[src/rtl/gci_ctl_pkg.sv]
package gci_ctl_pkg;

  typedef enum logic [1:0] {
    MON_IDLE  = 2'd0,
    MON_ACK   = 2'd1,
    MON_WAIT  = 2'd2,
    MON_ABORT = 2'd3
  } mon_state_e;

  // positions inside the four defined receive C/I bits (C/I bit n -> index n-1)
  localparam int unsigned CIR_ONHOOK = 3;
  localparam int unsigned CIR_GSE    = 2;
  localparam int unsigned CIR_RGND   = 1;
  localparam int unsigned CIR_OFFH   = 0;
  localparam int unsigned CIR_DEF_W  = 4;

  // positions inside the two live transmit C/I bits
  localparam int unsigned CIT_BATT   = 1;
  localparam int unsigned CIT_TIPG   = 0;
  localparam int unsigned CIT_LIVE_W = 2;

endpackage

[src/rtl/gci_mon_rx.sv]
module gci_mon_rx
  import gci_ctl_pkg::*;
#(
  parameter int unsigned BYTE_W      = 8,
  parameter int unsigned IDLE_FRAMES = 2
) (
  input  logic              clk,
  input  logic              rst_n,
  input  logic              frame_tick,
  input  logic              slot_mon,
  input  logic              slot_mx,
  input  logic              rx_bit,
  output logic              mr_active,
  output logic [BYTE_W-1:0] byte_o,
  output logic              vld_o,
  output logic              abort_o,
  output logic              eom_o,
  output logic              idle_o
);

  localparam int unsigned CW = $clog2(IDLE_FRAMES + 1);

  mon_state_e        state_q, state_n;
  logic [BYTE_W-1:0] shift_q, hold_q, hold_n, byte_q, byte_n;
  logic [CW-1:0]     cnt_q, cnt_n, cnt_inc;
  logic              mx_q;
  logic              vld_q, vld_n, abort_q, abort_n, eom_q, eom_n;

  always_ff @(posedge clk or negedge rst_n) begin
    if (!rst_n) begin
      shift_q <= '0;
      mx_q    <= 1'b1;
    end else begin
      if (slot_mon) shift_q <= {shift_q[BYTE_W-2:0], rx_bit};
      if (slot_mx)  mx_q    <= rx_bit;
    end
  end

  always_comb begin
    cnt_inc = (cnt_q == CW'(IDLE_FRAMES)) ? cnt_q : cnt_q + 1'b1;
    cnt_n   = mx_q ? cnt_inc : '0;
    state_n = state_q;
    hold_n  = hold_q;
    byte_n  = byte_q;
    vld_n   = 1'b0;
    abort_n = 1'b0;
    eom_n   = 1'b0;
    case (state_q)
      MON_IDLE: begin
        if (!mx_q) begin
          hold_n  = shift_q;
          state_n = MON_ACK;
        end
      end
      MON_ACK: begin
        if (mx_q) begin
          byte_n  = hold_q;
          vld_n   = 1'b1;
          state_n = MON_WAIT;
        end else if (shift_q != hold_q) begin
          abort_n = 1'b1;
          state_n = MON_ABORT;
        end
      end
      MON_WAIT: begin
        if (!mx_q) begin
          hold_n  = shift_q;
          state_n = MON_ACK;
        end else if (cnt_n >= CW'(IDLE_FRAMES)) begin
          eom_n   = 1'b1;
          state_n = MON_IDLE;
        end
      end
      default: begin
        if (cnt_n >= CW'(IDLE_FRAMES)) state_n = MON_IDLE;
      end
    endcase
  end

  always_ff @(posedge clk or negedge rst_n) begin
    if (!rst_n) begin
      state_q <= MON_IDLE;
      hold_q  <= '0;
      byte_q  <= '0;
      cnt_q   <= CW'(IDLE_FRAMES);
      vld_q   <= 1'b0;
      abort_q <= 1'b0;
      eom_q   <= 1'b0;
    end else begin
      vld_q   <= frame_tick & vld_n;
      abort_q <= frame_tick & abort_n;
      eom_q   <= frame_tick & eom_n;
      if (frame_tick) begin
        state_q <= state_n;
        hold_q  <= hold_n;
        byte_q  <= byte_n;
        cnt_q   <= cnt_n;
      end
    end
  end

  assign mr_active = (state_q == MON_ACK);
  assign idle_o    = (state_q == MON_IDLE);
  assign byte_o    = byte_q;
  assign vld_o     = vld_q;
  assign abort_o   = abort_q;
  assign eom_o     = eom_q;

  AST_VLD_AFTER_TICK: assert property (@(posedge clk) disable iff (!rst_n)
    vld_q |-> $past(frame_tick));
  AST_ACK_NEEDS_MX_LOW: assert property (@(posedge clk) disable iff (!rst_n)
    $rose(mr_active) |-> !$past(mx_q));
  AST_EOM_TO_IDLE: assert property (@(posedge clk) disable iff (!rst_n)
    eom_q |-> idle_o);
  AST_ABORT_RELEASES_MR: assert property (@(posedge clk) disable iff (!rst_n)
    abort_q |-> !mr_active);

endmodule

[src/rtl/gci_ci_rx.sv]
module gci_ci_rx
  import gci_ctl_pkg::*;
(
  input  logic                 clk,
  input  logic                 rst_n,
  input  logic                 frame_tick,
  input  logic                 slot_ci,
  input  logic                 rx_bit,
  output logic [CIR_DEF_W-1:0] cmd_o
);

  // only the last CIR_DEF_W bits of the field are kept: the leading
  // reserved bits fall out of the shift register by the end of the field
  logic [CIR_DEF_W-1:0] shift_q, prev_q, acc_q, acc_n;

  always_comb begin
    acc_n = acc_q;
    if (shift_q == prev_q) acc_n = shift_q;
  end

  always_ff @(posedge clk or negedge rst_n) begin
    if (!rst_n) begin
      shift_q <= '0;
      prev_q  <= '0;
      acc_q   <= '0;
    end else begin
      if (slot_ci) shift_q <= {shift_q[CIR_DEF_W-2:0], rx_bit};
      if (frame_tick) begin
        prev_q <= shift_q;
        acc_q  <= acc_n;
      end
    end
  end

  assign cmd_o = acc_q;

  AST_CMD_AT_FRAME_ONLY: assert property (@(posedge clk) disable iff (!rst_n)
    !$past(frame_tick) |-> $stable(acc_q));
  AST_CMD_TWO_AGREE: assert property (@(posedge clk) disable iff (!rst_n)
    !$stable(acc_q) |-> (acc_q == prev_q));

endmodule

[src/rtl/gci_ci_tx.sv]
module gci_ci_tx
  import gci_ctl_pkg::*;
#(
  parameter int unsigned CI_W        = 6,
  parameter int unsigned HOLD_FRAMES = 2
) (
  input  logic clk,
  input  logic rst_n,
  input  logic frame_tick,
  input  logic slot_ci,
  input  logic stat_batt,
  input  logic stat_tipg,
  output logic ci_bit_o
);

  localparam int unsigned IW = $clog2(CI_W + 1);
  localparam int unsigned AW = $clog2(HOLD_FRAMES + 1);

  logic [CIT_LIVE_W-1:0] cur_q, want;
  logic [AW-1:0]         age_q, age_inc;
  logic [IW-1:0]         idx_q, pos;
  logic                  may_change;

  always_comb begin
    want             = '0;
    want[CIT_BATT]   = stat_batt;
    want[CIT_TIPG]   = stat_tipg;
    age_inc          = (age_q == AW'(HOLD_FRAMES)) ? age_q : age_q + 1'b1;
    may_change       = (age_inc >= AW'(HOLD_FRAMES)) && (want != cur_q);
    pos              = IW'(CI_W - 1) - idx_q;
    ci_bit_o         = (idx_q < IW'(CI_W)) && (pos < IW'(CIT_LIVE_W)) && cur_q[pos[0]];
  end

  always_ff @(posedge clk or negedge rst_n) begin
    if (!rst_n) begin
      cur_q <= '0;
      age_q <= AW'(HOLD_FRAMES);
      idx_q <= '0;
    end else begin
      if (frame_tick) begin
        idx_q <= '0;
        if (may_change) begin
          cur_q <= want;
          age_q <= '0;
        end else begin
          age_q <= age_inc;
        end
      end else if (slot_ci) begin
        idx_q <= idx_q + 1'b1;
      end
    end
  end

  AST_TX_MIDFRAME_STABLE: assert property (@(posedge clk) disable iff (!rst_n)
    !$past(frame_tick) |-> $stable(cur_q));
  AST_TX_FRESH_HELD: assert property (@(posedge clk) disable iff (!rst_n)
    (HOLD_FRAMES > 1 && frame_tick && age_q == '0) |=> $stable(cur_q));

endmodule

[src/rtl/gci_ctl_chan.sv]
module gci_ctl_chan
  import gci_ctl_pkg::*;
#(
  parameter int unsigned BYTE_W      = 8,
  parameter int unsigned CI_W        = 6,
  parameter int unsigned HOLD_FRAMES = 2,
  parameter int unsigned IDLE_FRAMES = 2
) (
  input  logic              clk,
  input  logic              rst_n,
  input  logic              frame_tick,
  input  logic              slot_mon,
  input  logic              slot_ci,
  input  logic              slot_mx,
  input  logic              slot_mr,
  input  logic              rx_bit,
  output logic              tx_bit,
  input  logic              stat_batt_rev,
  input  logic              stat_tip_gnd,
  output logic [BYTE_W-1:0] mon_byte,
  output logic              mon_byte_vld,
  output logic              mon_abort,
  output logic              mon_eom,
  output logic              mon_idle,
  output logic              cmd_onhook_mon,
  output logic              cmd_gnd_start_en,
  output logic              cmd_ring_gnd,
  output logic              cmd_offhook
);

  logic [1:0]           rst_sync_q;
  logic                 rst_n_s;
  logic                 mr_active;
  logic                 ci_tx_bit;
  logic [CIR_DEF_W-1:0] cmd;

  always_ff @(posedge clk or negedge rst_n) begin
    if (!rst_n) rst_sync_q <= '0;
    else        rst_sync_q <= {rst_sync_q[0], 1'b1};
  end
  assign rst_n_s = rst_sync_q[1];

  gci_mon_rx #(.BYTE_W(BYTE_W), .IDLE_FRAMES(IDLE_FRAMES)) u_mon_rx (
    .clk        (clk),
    .rst_n      (rst_n_s),
    .frame_tick (frame_tick),
    .slot_mon   (slot_mon),
    .slot_mx    (slot_mx),
    .rx_bit     (rx_bit),
    .mr_active  (mr_active),
    .byte_o     (mon_byte),
    .vld_o      (mon_byte_vld),
    .abort_o    (mon_abort),
    .eom_o      (mon_eom),
    .idle_o     (mon_idle)
  );

  gci_ci_rx u_ci_rx (
    .clk        (clk),
    .rst_n      (rst_n_s),
    .frame_tick (frame_tick),
    .slot_ci    (slot_ci),
    .rx_bit     (rx_bit),
    .cmd_o      (cmd)
  );

  gci_ci_tx #(.CI_W(CI_W), .HOLD_FRAMES(HOLD_FRAMES)) u_ci_tx (
    .clk        (clk),
    .rst_n      (rst_n_s),
    .frame_tick (frame_tick),
    .slot_ci    (slot_ci),
    .stat_batt  (stat_batt_rev),
    .stat_tipg  (stat_tip_gnd),
    .ci_bit_o   (ci_tx_bit)
  );

  always_comb begin
    tx_bit = 1'b1;
    if (slot_ci)      tx_bit = ci_tx_bit;
    else if (slot_mr) tx_bit = ~mr_active;
  end

  assign cmd_onhook_mon   = cmd[CIR_ONHOOK];
  assign cmd_gnd_start_en = cmd[CIR_GSE];
  assign cmd_ring_gnd     = cmd[CIR_RGND];
  assign cmd_offhook      = cmd[CIR_OFFH];

  AST_ONE_STROBE: assert property (@(posedge clk) disable iff (!rst_n_s)
    $onehot0({slot_mon, slot_ci, slot_mx, slot_mr, frame_tick}));
  AST_MR_LOW_NOT_IDLE: assert property (@(posedge clk) disable iff (!rst_n_s)
    (slot_mr && !tx_bit) |-> !mon_idle);
  AST_MX_SLOT_HIGH: assert property (@(posedge clk) disable iff (!rst_n_s)
    slot_mx |-> tx_bit);

endmodule

[config.mk]
export PLATFORM = sky130hd
export DESIGN_NAME = gci_ctl_chan
export DESIGN_NICKNAME = d
export VERILOG_FILES = /design/src/rtl/gci_ctl_pkg.sv /design/src/rtl/gci_mon_rx.sv /design/src/rtl/gci_ci_rx.sv /design/src/rtl/gci_ci_tx.sv /design/src/rtl/gci_ctl_chan.sv
export SDC_FILE = /design/constraint.sdc
export NUM_CORES = 1
export LEC_CHECK = 0
export BUFFER_PORTS_ARGS = -buffer_cell sky130_fd_sc_hd__buf_4
export CORE_UTILIZATION = 51
export CTS_BUF_LIST = sky130_fd_sc_hd__clkbuf_16
export DETAILED_ROUTE_END_ITERATION = 12
export PLACE_DENSITY = 0.84
export SYNTH_ARGS = -nofsm -noshare
export SYNTH_HDL_FRONTEND = slang
export SYNTH_HIERARCHICAL = 1
export SYNTH_SLANG_ARGS = --single-unit
[constraint.sdc]
create_clock -name clk -period 1.7 [get_ports clk]
set_clock_uncertainty 0.1 [all_clocks]
set_input_delay 0.085 -clock clk [delete_from_list [all_inputs] [get_ports clk]]
set_output_delay 0.085 -clock clk [all_outputs]
set_load 0.02 [all_outputs]
==> flow_summary.toml <==
[sta]
finalMaxSlewViolations = 0
fin_crit_ns = 1.616
fin_setup_tns_ns = 0
fmax_mhz = 618.9
finalHoldViolations = 0
rsz0062_at_grt = "no"
setup_viol = 0
period_share_pct = 95.04

[routing]
vias = 1319
routed_via_density = 5.234
first_iter_violations = 58
drc = 0
drt-total-wl_um = 3777
ant_nets = 0
drt_pre_antenna_iters = 4
routedWlPerCell_um = 14.99

[clocking]
cts_sinks = 53
cts_max_level = 2
clock-root-buffer = "clkbuf_16"
cts_tree = "done"
insertion_delay_ns = 0.28
cts_inserted_buffers = 5
cts.clk_slew.worst_paths_ns = 0.06
clock_path_buffers = 2

[synthesis]
yosys_warnings = 6
syn-num-nets = 174
ys_ff_latch = 53
ys_types = 32
netlist.area_leader.share_pct = 55.28
synth.avg_cell_area_sq_um = 14.06
synth.top_cells.by_count = "dfrtp_1 (50), mux2_2 (33), xnor2_1 (12), inv_1 (6), nor2_1 (6)"
ys.flop_type = "dfrtp_1"
synth_area_sq_um = 2263
ys_top_cells_by_area = "dfrtp_1 (55%), mux2_2 (16%), xnor2_1 (4.6%), dfstp_2 (3.5%), mux2_1 (2.0%)"
synth_most_common_cell = "dfrtp_1"
synth-seq-area-share_pct = 58.76
synthCells = 161
synth_top_area_cell = "dfrtp_1"
async_flop_share_pct = 100.0
synth-edff-count = 0

[power]
power_leakage_nw = 1.226
p_per_area_nw_per_um2 = 1580
peakVddDrop_mv = 1.152

[placed_design]
gp_congestion = 0.7572
place_hpwl_um = 2790
io_buffers = 26

[critical_path]
crit_type = "reg -> out"
start_kind = "flop"
cp_max_fo = 7
required_ns = 1.51
slowest_delay_ns = 0.44
crit_arrival_ns = 1.43
cp-end-kind = "output pin"
crit_path_cell_trace = "and2b_2 -> nand2_1 -> mux2_4 -> buf_4"
critPathSlowestCell = "dfrtp_2"

[die]
num_io_pins = 27
fp.dieW_um = 68.62
start_util_pct = 54.62
die_h_um = 68.62
core_area_sq_um = 4144
rows = 23
dieArea_sq_um = 4709

[hold_path]
hold_path.class = "in -> async"

[global_routing]
overflow = 0
grt_max_degree = 22
grt_pass1_vias = 1377
grtUsageTotal_pct = 19.16
grt_pass1_wl_um = 6320
antenna_found_initial = 0

[flow_run]
drv_cap = 0

[cells_and_area]
layout-drive-gt1-share_pct = 41.58
fillers = 309
nNetsFinal = 214
final_util_pct = 65.94
area_delta_synth_final_pct = 20.73
diodes = 0

[outcome]
status = "finished, final reports clean"
sequential cells by signal, summed over array words and instances, names as in the netlist:
register          count
u_ci_rx/cmd_o         4
u_mon_rx/shift_q      8
u_ci_tx/age_q         2
u_mon_rx/cnt_q        2
u_mon_rx/hold_q       8
rst_sync_q            2
u_mon_rx/eom_o        1
u_ci_tx/idx_q         3
u_mon_rx/byte_o       8
u_ci_rx/shift_q       4
u_ci_rx/prev_q        4
u_mon_rx/state_q      2
u_mon_rx/abort_o      1
u_ci_tx/cur_q         2
u_mon_rx/mx_q         1
u_mon_rx/vld_o        1
report_power, final:
part	internal (mW)	total, mW	switching (mW)
Clock	0.532	0.937	0.404
Sequential	1.69	2.02	0.335
Combinational	0.748	1.36	0.610
repair_timing:
action | CTS | global route
setup buffers | 0 | 1
hold buffers | 6 | 0
hold endpoints to repair | 7 | 0
gates resized for setup | 0 | 1
setup endpoints to repair | 0 | 1
area by class of cell:
class | count | area (sq um) | share of cell area (%)
inverters | 6 | 22.52 | 0.8242
flip-flops and latches | 53 | 1333 | 48.76
well taps | 50 | 62.56 | 2.289
repair buffers | 35 | 277.8 | 10.16
multi-input cells | 100 | 899.6 | 32.92
clock buffers | 5 | 125.1 | 4.579
clock inverters | 3 | 12.51 | 0.4579
per-stage QoR:
step	setup slack (ns)	power [mW]	std cells	hold WS, ns	instance area (sq um)
floorplan	0.02060	2.911	161	-0.3106	2263
global placement	0.1982	3.298	237	-0.2330	2526
detailed placement	0.1631	3.395	237	-0.2313	2526
CTS	0.004676	4.358	251	0.004887	2724
global route	0.02527	4.604	252	0.01144	2733
finish	0.08429	4.317	252	0.01381	2733
final timing paths:
check | start | end | slack (ns) | cells past startpoint
max | u_mon_rx/state_q[1] | tx_bit | 0.08 | 4
min | rst_n | rst_sync_q[0] | 0.01 | 2
max reg2reg | u_mon_rx/mx_q | u_mon_rx/hold_q[5] | 0.16 | 3
min reg2reg | rst_sync_q[1] | u_ci_rx/cmd_o[1] | 0.12 | 0
max in group asynchronous | rst_sync_q[1] | u_mon_rx/shift_q[5] | 0.76 | 1
min in group clk | slot_mon | u_mon_rx/shift_q[6] | 0.03 | 2
routing by layer:
layer  global-route usage (%)  routed length (um)  up-vias
met5                        0                   0        -
met4                    8.594                  78        0
met3                    5.757                 144        7
met2                    33.58                1977       24
met1                    21.28                1576      654
li1                         -                   -      634
cell families (layout without fill, tap and decap cells):
group / Yosys count / in the layout / share of synthesized area (%)
muxes: 43 / 43 / 21.50
adders and majority gates: 3 / 3 / 1.659
xor gates and xnor gates: 14 / 14 / 5.417
other: 1 / 1 / 0.1657
buffers and inverters: 8 / 49 / 1.492
DFF: 53 / 53 / 58.76
and+or+nand+nor: 29 / 29 / 8.292
AOI/OAI and AO/OA: 10 / 10 / 2.709
critical path: cells and delay by family (launching register included):
kind	cells	cell delay, ns
mux	1	0.27
flops	1	0.44
buf+inv	1	0.16
simple gates	2	0.29
placed cells by master (no fill, tap or decap), types with 3 or more instances in the layout:
cell type,n
dfrtp_1,48
mux2_2,33
buf_4,29
xnor2_1,12
dlygate4sd3_1,6
nor2_1,6
inv_1,6
nand2_1,5
clkbuf_16,5
o21ai_0,5
mux2i_1,4
mux2_1,4
nor3b_1,3
ha_1,3
dfstp_2,3
nand3_1,3
Note: power is estimated with default switching activity, not from simulation.
